[src/rtl/irq_unit_pkg.sv]
package irq_unit_pkg;

    // Line tracker: QUIET while nothing is pending, RAISED otherwise.
    typedef enum logic [0:0] {
        ST_QUIET  = 1'b0,
        ST_RAISED = 1'b1
    } irq_state_e;

    // Transition labels, used for readability in the next-state logic.
    typedef enum logic [1:0] {
        T_NONE    = 2'd0,
        T_CAPTURE = 2'd1,
        T_FLUSH   = 2'd2,
        T_HOLD    = 2'd3
    } irq_trans_e;

endpackage

[src/rtl/irq_edge_detect.sv]
module irq_edge_detect #(
    parameter int NUM_SRC = 9
) (
    input  logic               clk,
    input  logic               rst_n,
    input  logic [NUM_SRC-1:0] src_i,
    output logic [NUM_SRC-1:0] rise_o
);

    logic [NUM_SRC-1:0] src_q;

    always_ff @(posedge clk or negedge rst_n) begin
        if (!rst_n) src_q <= '0;
        else        src_q <= src_i;
    end

    for (genvar g = 0; g < NUM_SRC; g++) begin : g_rise
        assign rise_o[g] = src_i[g] & ~src_q[g];
    end

endmodule

[src/rtl/irq_reg_decode.sv]
module irq_reg_decode #(
    parameter int                ADDR_W    = 4,
    parameter logic [ADDR_W-1:0] CTRL_ADDR = 4'h2,
    parameter logic [ADDR_W-1:0] CLR_ADDR  = 4'h3
) (
    input  logic [ADDR_W-1:0] addr_i,
    input  logic              wr_i,
    input  logic              rd_i,
    output logic              mask_we_o,
    output logic              clr_o,
    output logic              stat_re_o
);

    always_comb begin
        mask_we_o = wr_i && (addr_i == CTRL_ADDR);
        clr_o     = wr_i && (addr_i == CLR_ADDR);
        stat_re_o = rd_i && (addr_i == CTRL_ADDR);
    end

endmodule

[src/rtl/irq_pending_bank.sv]
module irq_pending_bank #(
    parameter int NUM_SRC = 9
) (
    input  logic               clk,
    input  logic               rst_n,
    input  logic               mask_we_i,
    input  logic [NUM_SRC-1:0] mask_d_i,
    input  logic [NUM_SRC-1:0] rise_i,
    input  logic               clr_i,
    output logic [NUM_SRC-1:0] enable_o,
    output logic [NUM_SRC-1:0] pending_o,
    output logic               hit_o
);

    logic [NUM_SRC-1:0] hit_vec;

    always_ff @(posedge clk or negedge rst_n) begin
        if (!rst_n)         enable_o <= '0;
        else if (mask_we_i) enable_o <= mask_d_i;
    end

    for (genvar g = 0; g < NUM_SRC; g++) begin : g_bit
        assign hit_vec[g] = rise_i[g] & enable_o[g];

        always_ff @(posedge clk or negedge rst_n) begin
            if (!rst_n)          pending_o[g] <= 1'b0;
            else if (clr_i)      pending_o[g] <= 1'b0;
            else if (hit_vec[g]) pending_o[g] <= 1'b1;
        end
    end

    assign hit_o = |hit_vec;

endmodule

[src/rtl/irq_enable_status_unit.sv]
module irq_enable_status_unit
    import irq_unit_pkg::*;
#(
    parameter int                NUM_CNT   = 8,
    parameter int                ADDR_W    = 4,
    parameter int                DATA_W    = 16,
    parameter logic [ADDR_W-1:0] CTRL_ADDR = 4'h2,
    parameter logic [ADDR_W-1:0] CLR_ADDR  = 4'h3
) (
    input  logic               clk,
    input  logic               rst_n,
    input  logic [NUM_CNT-1:0] cnt_tc_i,
    input  logic               din0_i,
    input  logic [ADDR_W-1:0]  bus_addr_i,
    input  logic               bus_wr_i,
    input  logic               bus_rd_i,
    input  logic [DATA_W-1:0]  bus_wdata_i,
    output logic [DATA_W-1:0]  bus_rdata_o,
    output logic               irq_o
);

    localparam int NUM_SRC = NUM_CNT + 1;
    localparam int PAD_W   = DATA_W - NUM_SRC;

    logic [NUM_SRC-1:0] src_vec;
    logic [NUM_SRC-1:0] rise_vec;
    logic [NUM_SRC-1:0] enable_q;
    logic [NUM_SRC-1:0] pending_q;
    logic               mask_we;
    logic               clr_hit;
    logic               stat_re;
    logic               any_hit;
    irq_state_e         state_q, state_d;
    irq_trans_e         trans;

    // The digital input sits directly above the counter sources.
    assign src_vec = {din0_i, cnt_tc_i};

    irq_edge_detect #(.NUM_SRC(NUM_SRC)) u_edge (
        .clk    (clk),
        .rst_n  (rst_n),
        .src_i  (src_vec),
        .rise_o (rise_vec)
    );

    irq_reg_decode #(
        .ADDR_W    (ADDR_W),
        .CTRL_ADDR (CTRL_ADDR),
        .CLR_ADDR  (CLR_ADDR)
    ) u_dec (
        .addr_i    (bus_addr_i),
        .wr_i      (bus_wr_i),
        .rd_i      (bus_rd_i),
        .mask_we_o (mask_we),
        .clr_o     (clr_hit),
        .stat_re_o (stat_re)
    );

    irq_pending_bank #(.NUM_SRC(NUM_SRC)) u_bank (
        .clk       (clk),
        .rst_n     (rst_n),
        .mask_we_i (mask_we),
        .mask_d_i  (bus_wdata_i[NUM_SRC-1:0]),
        .rise_i    (rise_vec),
        .clr_i     (clr_hit),
        .enable_o  (enable_q),
        .pending_o (pending_q),
        .hit_o     (any_hit)
    );

    // State register
    always_ff @(posedge clk or negedge rst_n) begin
        if (!rst_n) state_q <= ST_QUIET;
        else        state_q <= state_d;
    end

    // Next state; a clear in the same cycle as a capture wins.
    always_comb begin
        state_d = state_q;
        trans   = T_NONE;
        unique case (state_q)
            ST_QUIET: begin
                if (any_hit && !clr_hit) begin
                    state_d = ST_RAISED;
                    trans   = T_CAPTURE;
                end
            end
            ST_RAISED: begin
                if (clr_hit) begin
                    state_d = ST_QUIET;
                    trans   = T_FLUSH;
                end else begin
                    trans   = T_HOLD;
                end
            end
            default: state_d = ST_QUIET;
        endcase
    end

    // Output process
    always_comb begin
        irq_o = (state_q == ST_RAISED);
    end

    // Registered read port
    always_ff @(posedge clk or negedge rst_n) begin
        if (!rst_n)        bus_rdata_o <= '0;
        else if (bus_rd_i) bus_rdata_o <= stat_re ? {{PAD_W{1'b0}}, pending_q} : '0;
    end

endmodule

[config.mk]
export PLATFORM = sky130hd
export DESIGN_NAME = irq_enable_status_unit
export DESIGN_NICKNAME = d
export VERILOG_FILES = /design/src/rtl/irq_unit_pkg.sv /design/src/rtl/irq_edge_detect.sv /design/src/rtl/irq_reg_decode.sv /design/src/rtl/irq_pending_bank.sv /design/src/rtl/irq_enable_status_unit.sv
export SDC_FILE = /design/constraint.sdc
export NUM_CORES = 1
export LEC_CHECK = 0
export CAP_MARGIN = 20
export CORE_MARGIN = 5
export CORE_UTILIZATION = 46
export CTS_CLUSTER_SIZE = 28
export DETAILED_ROUTE_END_ITERATION = 12
export GPL_TIMING_DRIVEN = 0
export PLACE_DENSITY = 0.79
export SKIP_LAST_GASP = 1
export SLEW_MARGIN = 20
export SYNTH_ARGS = -nofsm -noshare
export SYNTH_HDL_FRONTEND = slang
export SYNTH_HIERARCHICAL = 1
export SYNTH_SLANG_ARGS = --single-unit
[constraint.sdc]
create_clock -name clk -period 1.5 [get_ports clk]
set_input_delay 0.3 -clock clk [delete_from_list [all_inputs] [get_ports clk]]
set_output_delay 0.3 -clock clk [all_outputs]
set_load 0.1 [all_outputs]
==> metrics.md, run 1 <==
| Metric | Value |
|---|---|
| H-tree lvl count | `2` |
| PwrDens | `1110 mW/mm^2` |
| Worst-path clk slew | `0.11 ns` |
| CP endpoint | `bus_rdata_o[4]` |
| Worst r2r path cells | `4` |
| Net load switching power | `0.6929 mW` |
| Final ANT Viol Nets | `0` |
| IO buf count | `35` |
| Critical path's top delay family | `buffers and inverters` |
| Clock Sinks | `37` |
| CP Class | `flip-flop to output port` |
| Top cells by area, synth | `dfrtp_1 58%, nor2b_4 8.6%, mux2_2 6.3%` |
| Fillers | `271` |
| DRT Pass-1 Iters | `4` |
| Seq pwr share | `54.2%` |
| Die Y | `68.94 microns` |
| Critical Path Start | `bus_rdata_o[4]` |
| First-pass GRT wire length | `5057 microns` |
| Core Area | `0.003337 sq mm` |
| Share of cells above drive strength 1 | `35.23%` |
| Distinct cells, synth | `19` |
| Via count | `1082` |
| Initial antenna violation count | `0` |
| Ant diodes | `0` |
| # DRC | `0` |
| CTS Buf Count | `5` |
| Top-level I/O count | `50` |
| Critical path buffers and inverters | `1` |
| Yosys top cell by area | `dfrtp_1` |
| Final wirelength | `3008 microns` |
| GPL Wtd Cong | `0.7842` |
| Average size of a mapped cell | `12.78 sq um` |
| Post-synth top area share | `57.95%` |
| R2R Path End | `irq_o` |
| Cell Count, Final, Fillers Out | `222` |
| Root buffer cell | `clkbuf_4` |
| GRT Overall Usage | `15.07%` |
| Synth Instances | `125` |
| CTS max path bufs | `2` |
| Critical path depth | `1` |
| Int Pwr | `1.615 mW` |
| DR iter-0 viols | `36` |
| Tcrit/Tclk final | `96.17%` |
| Worst setup SP type | `flip-flop` |
| VDD IR max | `0.6000 mV` |
| Number of synthesized register bits | `37` |
| Post-DP HPWL | `2251 microns` |
| Final nets | `208` |
| Die W | `68.94 microns` |
| Slowest stage delay, CP | `0.43 ns` |
| # rows | `21` |
| Worst Path Max Fanout | `2` |
| Vias/cell | `4.874` |
| GR Overflow Total | `0` |
| Max Freq | `693.2 MHz` |
| CP Cell Sequence | `buf_2` |
| Share of the yosys chip area belonging to registers | `57.95%` |
| Req. time, crit path | `1.20 ns` |
| R2R setup slack | `0.23 ns` |
| Starting Density | `47.88%` |
| Minimum clock period | `1.442 ns` |
| Setup Skew | `0.003746 ns` |
| Fin. max-slew vios | `0` |
| Yosys warns | `6` |
| Largest net degree at the start of global routing | `36` |
| Post-CTS Setup Bufs | `0` |
| # placed instances | `213` |
| LEAKAGE | `0.9481 nW` |
| Synth Cell Area | `0.001598 sq mm` |
| Clk Latency, worst-skew pair | `0.34 ns` |
| Drt wl/cell | `13.55 microns` |
| CTS tree | `yes` |
| Hold Crit Class | `input pin to async pin` |
| Number of global-route vias before repair | `1107` |
| Area Overhead vs Synth | `30.07%` |
| Slowest CP cell | `buf_2` |
| Crit path DAT | `1.14 ns` |
| Critical path endpoint category | `output port` |
| Setup violators final | `0` |
| Maxcap violations | `0` |
| Die Area | `0.004752 sq mm` |
| Logic gate share of total power | `20.0%` |
| RSZ-0062 raised after global routing | `no` |
| Clock share of power | `25.8%` |
| Reg2reg start | `u_bank/enable_o[3]` |
| Sw Share | `30.03%` |
| Final Util | `62.28%` |
| Hold Vio Cnt, Final | `0` |
| Outcome | `finished, final reports clean` |
[cell families (layout without fill, tap and decap cells)]
logic type             after synthesis  in the layout  share of synthesized area, %
AOI/OAI and AO/OA                   22             22                         9.789
muxes                                9              9                         6.343
buffers and inverters               21             66                         8.770
other                                1              7                        0.2347
DFF                                 37             37                         57.95
and+or+nand+nor                     35             35                         16.91
[what timing repair did]
item	CTS	global route
setup endpoints to repair	10	3
pin swaps	0	1
endpoints found under the hold margin	37	0
gates resized for setup	50	2
hold buffers	1	0
gates cloned	0	0
[synthesized netlist by cell type]
master	count
a222oi_1	1
conb_1	1
a21oi_1	9
dfrtp_1	37
inv_1	9
nand3_4	1
and3_2	2
clkbuf_1	1
a22oi_1	3
mux2_2	9
o21ai_2	9
buf_4	8
buf_6	2
and4_1	1
nor2b_4	10
nor2_1	12
buf_12	1
nand4_1	1
nand3_1	8
[layer usage]
| layer | wire length [microns] | global-route usage, % |
|---|---|---|
| met5 | 0 | 0 |
| met4 | 80 | 7.299 |
| met3 | 266 | 6.159 |
| met2 | 1416 | 23.33 |
| met1 | 1245 | 18.16 |
[layout by cell type (no fill, tap or decap), drive strengths merged]
cell,count
and4,1
buf,21
o21ai,9
dfrtp,37
clkbuf,10
a21oi,9
clkdlybuf4s50,24
a22oi,3
conb,7
a222oi,1
nor2,12
inv,9
and3,2
nor2b,10
dlygate4sd3,1
mux2,9
clkinv,1
nand3,9
nand4,1
[cell type report]
class	count	area (sq um)	area share (%)
Sequential cell	37	925.9	44.55
Multi-Input combinational cell	73	554.3	26.67
Timing Repair Buffer	37	330.3	15.89
Buffer	12	106.4	5.117
Clock buffer	7	65.06	3.131
Tap cell	46	57.56	2.769
Inverter	9	33.78	1.626
Clock inverter	1	5.005	0.2408
[registers in the layout (all words and copies together) (netlist names)]
| register | count |
|---|---|
| u_bank/enable_o | 9 |
| u_bank/pending_o | 9 |
| bus_rdata_o | 9 |
| u_edge/src_q | 9 |
| irq_o | 1 |
[power by group through the flow]
stage	combinational [mW]	sequential (mW)	clock (mW)
6_report	0.462	1.25	0.595
5_1_grt	0.500	1.27	0.657
3_5_place_dp	0.469	1.27	0
2_1_floorplan	0.270	1.29	0
3_3_place_gp	0.445	1.26	0
4_1_cts	0.464	1.25	0.605
[through the flow]
stage | setup slack [ns] | power (mW) | setup TNS (ns) | hold WS [ns] | area (sq um)
2_1_floorplan | 0.2559 | 1.561 | 0 | 0.004409 | 1620
3_3_place_gp | -0.5949 | 1.705 | -27.46 | 0.4848 | 2028
3_5_place_dp | -0.2862 | 1.738 | -6.253 | 0.1115 | 2043
4_1_cts | 0.02832 | 2.318 | 0 | 0.2751 | 2073
5_1_grt | 0.001426 | 2.429 | 0 | 0.2780 | 2078
6_report | 0.05752 | 2.308 | 0 | 0.2876 | 2078
[worst min-delay path by stage]
stage | start | to | slack, ns
6_report | rst_n | u_edge/src_q[6] | 0.29
5_1_grt | rst_n | u_edge/src_q[6] | 0.28
4_1_cts | rst_n | u_edge/src_q[6] | 0.28
3_5_place_dp | rst_n | u_edge/src_q[6] | 0.11
3_3_place_gp | u_bank/pending_o[3] | u_bank/pending_o[3] | 0.48
2_1_floorplan | rst_n | bus_rdata_o[0] | 0.004
No activity file was read; power rests on OpenSTA's default activity.
==> inputs of run 2 (changes only) <==
--- a/config.mk
+++ b/config.mk
@@ -12,6 +12,7 @@
 export DETAILED_ROUTE_END_ITERATION = 12
 export GPL_TIMING_DRIVEN = 0
 export PLACE_DENSITY = 0.79
+export SKIP_CTS_REPAIR_TIMING = 1
 export SKIP_LAST_GASP = 1
 export SLEW_MARGIN = 20
 export SYNTH_ARGS = -nofsm -noshare
==> constraint.sdc (replaced) <==
create_clock -name clk -period 1.4 [get_ports clk]
set_input_delay 0.28 -clock clk [delete_from_list [all_inputs] [get_ports clk]]
set_output_delay 0.28 -clock clk [all_outputs]
set_load 0.1 [all_outputs]
==> metrics.md, run 2 (synthesis results as in run 1) <==
| Metric | Value |
|---|---|
| # placed instances | `213` |
| Drt wl/cell | `13.53 microns` |
| Tcrit/Tclk final | `96.36%` |
| Vias/cell | `4.879` |
| Final WS setup | `0.05093 ns` |
| CP Cell Sequence | `clkdlybuf4s50_1 > nor2b_4 > and3_2 > buf_6 > mux2_2` |
| Area Overhead vs Synth | `31.95%` |
| Commonest cells after routing, fill and taps aside | `37 x dfrtp_1, 23 x clkdlybuf4s50_1, 14 x clkbuf_4` |
| Worst-path clk slew | `0.11 ns` |
| CP Class | `input pin to flip-flop` |
| Die W | `68.94 microns` |
| CP endpoint | `u_bank/enable_o[4]` |
| DR iter-0 viols | `35` |
| Fin. max-slew vios | `0` |
| Critical Path Start | `bus_addr_i[1]` |
| Top-level I/O count | `50` |
| Via count | `1088` |
| Total power draw | `2.474 mW` |
| Die Area | `0.004752 sq mm` |
| Critical path depth | `5` |
| Fin area | `0.002108 sq mm` |
| CTS tree | `yes` |
| Final nets | `209` |
| R2R setup slack | `0.13 ns` |
| RSZ-0062 raised after global routing | `yes` |
| Post-DP HPWL | `2251 microns` |
| Outcome | `finished, final reports clean` |
| Initial antenna violation count | `0` |
| DRT Pass-1 Iters | `4` |
| Hold Vio Cnt, Final | `0` |
| CTS max path bufs | `2` |
| GPL Wtd Cong | `0.7842` |
| Final wirelength | `3018 microns` |
| Core Area | `0.003337 sq mm` |
| H-tree lvl count | `2` |
| Setup Skew | `0.002642 ns` |
| Cell Count, Final, Fillers Out | `223` |
| VDD IR max | `0.6416 mV` |
| LEAKAGE | `0.9568 nW` |
| Starting Density | `47.88%` |
| # DRC | `0` |
| Slowest CP cell | `clkdlybuf4s50_1` |
| First-pass GRT wire length | `5050 microns` |
| PwrDens | `1173 mW/mm^2` |
| Max Freq | `741.3 MHz` |
| Final Util | `63.18%` |
| Slowest stage delay, CP | `0.49 ns` |
| R2R Path End | `irq_o` |
| Worst setup SP type | `input pin` |
| Setup violators final | `0` |
| Worst Path Max Fanout | `9` |
| Die Y | `68.94 microns` |
| Number of global-route vias before repair | `1104` |
| Area after DPL | `0.002043 sq mm` |
| Minimum clock period | `1.349 ns` |
| IO buf count | `35` |
| Critical path endpoint category | `flip-flop` |
| Clk Latency, worst-skew pair | `0.34 ns` |
| Final ANT Viol Nets | `0` |
| # rows | `21` |
| GRT Overall Usage | `15.07%` |
| Largest net degree at the start of global routing | `36` |
| Place WS | `-0.3662 ns` |
| Reg2reg start | `u_edge/src_q[3]` |
| Maxcap violations | `0` |
| CTS Buf Count | `5` |
| Critical path buffers and inverters | `2` |
| Critical path's top delay family | `buffers and inverters` |
| Crit path DAT | `1.58 ns` |
| Share of cells above drive strength 1 | `35.59%` |
| Req. time, crit path | `1.63 ns` |
| Ant diodes | `0` |
| Clock Sinks | `37` |
| Leading cell type in the layout, fill and taps excluded | `dfrtp_1` |
| Worst r2r path cells | `5` |
| GR Overflow Total | `0` |
| Hold Crit Class | `input pin to flip-flop` |
| Root buffer cell | `clkbuf_4` |
run 2: final cells by class:
type	instances	area, sq um
Clock inverter	1	5.005
Clock buffer	7	65.06
Fill cell	267	1229
Tap cell	46	57.56
Buffer	12	106.4
Multi-Input combinational cell	73	554.3
Inverter	9	33.78
Timing Repair Buffer	38	360.3
Sequential cell	37	925.9
run 2: how the worst min path moves through the flow:
stage          cells past startpoint                  end                start
6_report                           1      u_edge/src_q[3]          cnt_tc_i[3]
5_1_grt                            1      u_edge/src_q[3]          cnt_tc_i[3]
4_1_cts                            1      u_edge/src_q[6]                rst_n
3_5_place_dp                       1      u_edge/src_q[6]                rst_n
3_3_place_gp                       2  u_bank/pending_o[3]  u_bank/pending_o[3]
2_1_floorplan                      0       bus_rdata_o[0]                rst_n
run 2: routing by layer:
layer	track usage [%]	share of wire [%]	vias up
li1	-	-	512
met5	0	0	-
met2	23.33	48	47
met1	18.06	40	520
met3	6.321	9.1	9
met4	7.299	2.7	0
run 2: power breakdown:
| group | internal [mW] | switching [mW] | total [mW] |
|---|---|---|---|
| logic | 0.224 | 0.281 | 0.505 |
| clock network | 0.291 | 0.338 | 0.629 |
| registers | 1.22 | 0.115 | 1.34 |
run 2: through the flow:
| stage | TNS (ns) | hold slack [ns] |
|---|---|---|
| 3_3_place_gp | -33.29 | 0.4848 |
| 5_1_grt | -0.08768 | 0.08754 |
| 4_1_cts | -7.344 | -0.2868 |
| 2_1_floorplan | 0 | -0.01559 |
| 3_5_place_dp | -9.277 | 0.09148 |
| 6_report | 0 | 0.09369 |
==> inputs of run 3 (changes only) <==
--- a/config.mk
+++ b/config.mk
@@ -10,7 +10,6 @@
 export CORE_UTILIZATION = 46
 export CTS_CLUSTER_SIZE = 28
 export DETAILED_ROUTE_END_ITERATION = 12
-export GPL_TIMING_DRIVEN = 0
 export PLACE_DENSITY = 0.79
 export SKIP_CTS_REPAIR_TIMING = 1
 export SKIP_LAST_GASP = 1
==> metrics.md, run 3 (synthesis results as in run 1) <==
| Metric | Value |
|---|---|
| Root buffer cell | `clkbuf_4` |
| Share of cells above drive strength 1 | `31.33%` |
| Met3 wire length | `235 microns` |
| Req. time, crit path | `1.62 ns` |
| RSZ-0062 raised after global routing | `no` |
| Final nets | `199` |
| # rows | `21` |
| GRT Overall Usage | `15.10%` |
| GPL Wtd Cong | `0.7911` |
| Worst setup SP type | `input pin` |
| R2R setup slack | `0.10 ns` |
| Vias/cell | `4.840` |
| Final ANT Viol Nets | `0` |
| R2R Path End | `irq_o` |
| Clock Sinks | `37` |
| Max Freq | `723.2 MHz` |
| Hold Crit Class | `input pin to async pin` |
| # DRC | `0` |
| CTS tree | `yes` |
| Setup violators final | `0` |
| Crit path DAT | `1.61 ns` |
| Leading cell type in the layout, fill and taps excluded | `dfrtp_1` |
| PwrDens | `1114 mW/mm^2` |
| Worst Path Max Fanout | `2` |
| Setup Skew | `0.004316 ns` |
| Minimum clock period | `1.383 ns` |
| Worst r2r path cells | `5` |
| VDD IR max | `0.7083 mV` |
| Top-level I/O count | `50` |
| Number of global-route vias before repair | `1072` |
| Area Overhead vs Synth | `33.36%` |
| Ant diodes | `0` |
| Setup_tns | `0 ns` |
| Final wirelength | `2989 microns` |
| Largest net degree at the start of global routing | `38` |
| LEAKAGE | `0.9169 nW` |
| Die Area | `0.004752 sq mm` |
| Critical Path Start | `cnt_tc_i[3]` |
| Commonest cells after routing, fill and taps aside | `37 x dfrtp_1, 25 x clkdlybuf4s50_1, 12 x nor2_1` |
| Initial antenna violation count | `0` |
| Fillers | `278` |
| Routed met1 length | `1129 microns` |
| Post-DP HPWL | `2279 microns` |
| Starting Density | `47.88%` |
| DRT Pass-1 Iters | `4` |
| Worst-path clk slew | `0.10 ns` |
| Die Y | `68.94 microns` |
| CTS Buf Count | `5` |
| Core Area | `0.003337 sq mm` |
| Drt wl/cell | `14.10 microns` |
| DR iter-0 viols | `47` |
| Die W | `68.94 microns` |
| IO buf count | `35` |
| Maxcap violations | `0` |
| Hold Vio Cnt, Final | `0` |
| Final Util | `63.85%` |
| Outcome | `finished, final reports clean` |
| GR Overflow Total | `0` |
| Clk Latency, worst-skew pair | `0.33 ns` |
| Met2 Wirelength | `1579 microns` |
| Reg2reg start | `u_edge/src_q[3]` |
| Fin. max-slew vios | `0` |
| Critical path endpoint category | `flip-flop` |
| Top layer in use | `met4` |
| Via count | `1026` |
| CTS max path bufs | `2` |
| First-pass GRT wire length | `4988 microns` |
| Tcrit/Tclk final | `98.77%` |
| H-tree lvl count | `2` |
| CP Class | `input pin to flip-flop` |
run 3: cell count changes in the layout (fill, tap and decap cells not counted):
cell / previous run / this run
and3_2: 2 / 1
and3_4: 0 / 1
buf_12: 2 / 11
buf_2: 1 / 0
buf_4: 10 / 4
buf_6: 2 / 0
clkbuf_4: 14 / 5
clkbuf_8: 2 / 1
clkdlybuf4s50_1: 23 / 25
clkinv_2: 1 / 0
dlygate4sd3_1: 1 / 0
dlymetal6s2s_1: 1 / 0
run 3: worst max-delay path by stage:
stage | to | slack (ns) | cells after the start
floorplan | bus_rdata_o[2] | 0.16 | 2
global placement | u_bank/enable_o[7] | -0.28 | 4
detailed placement | irq_o | -0.34 | 6
CTS | irq_o | 0.02 | 6
global route | irq_o | 0.001 | 6
finish | irq_o | 0.02 | 6
run 3: power by group:
part,leakage [nW],internal [mW],total (mW),switching [mW]
clock network,0.0314,0.237,0.541,0.304
registers,0.443,1.22,1.34,0.113
logic,0.442,0.220,0.494,0.274
run 3: final cells by class:
class / instances / area, sq um / area share, %
well taps: 46 / 57.56 / 2.701
flip-flops and latches: 37 / 925.9 / 43.45
repair buffers: 40 / 500.5 / 23.49
multi-input cells: 73 / 558.0 / 26.19
clock buffers: 7 / 55.05 / 2.584
inverters: 9 / 33.78 / 1.585
run 3: worst max-delay path, stage by stage:
cell and delay, ns:
clkdlybuf4s50_1 0.44, nor2b_4 0.14, a222oi_1 0.43, nand4_1 0.15, nor2_1 0.12, nor2_1 0.05
run 3: metal layers:
metal  up-vias  global-route usage (%)
met3         6                   5.348
met4         0                   6.083
met2        39                   25.95
met1       491                   17.00
li1        490                       -
met5         -                       0
run 3: metrics by stage:
step	cell area [sq um]	setup slack (ns)	hold slack, ns	total power [mW]	instances
after global placement	2072	-0.2761	0.4769	1.828	205
final	2131	0.01722	0.3129	2.373	212
after CTS	2127	0.02214	0.3069	2.396	212
after global routing	2131	0.001367	0.3084	2.512	212
after detailed placement	2072	-0.3389	0.4876	1.856	205
after floorplan	1620	0.1559	-0.01559	1.672	131
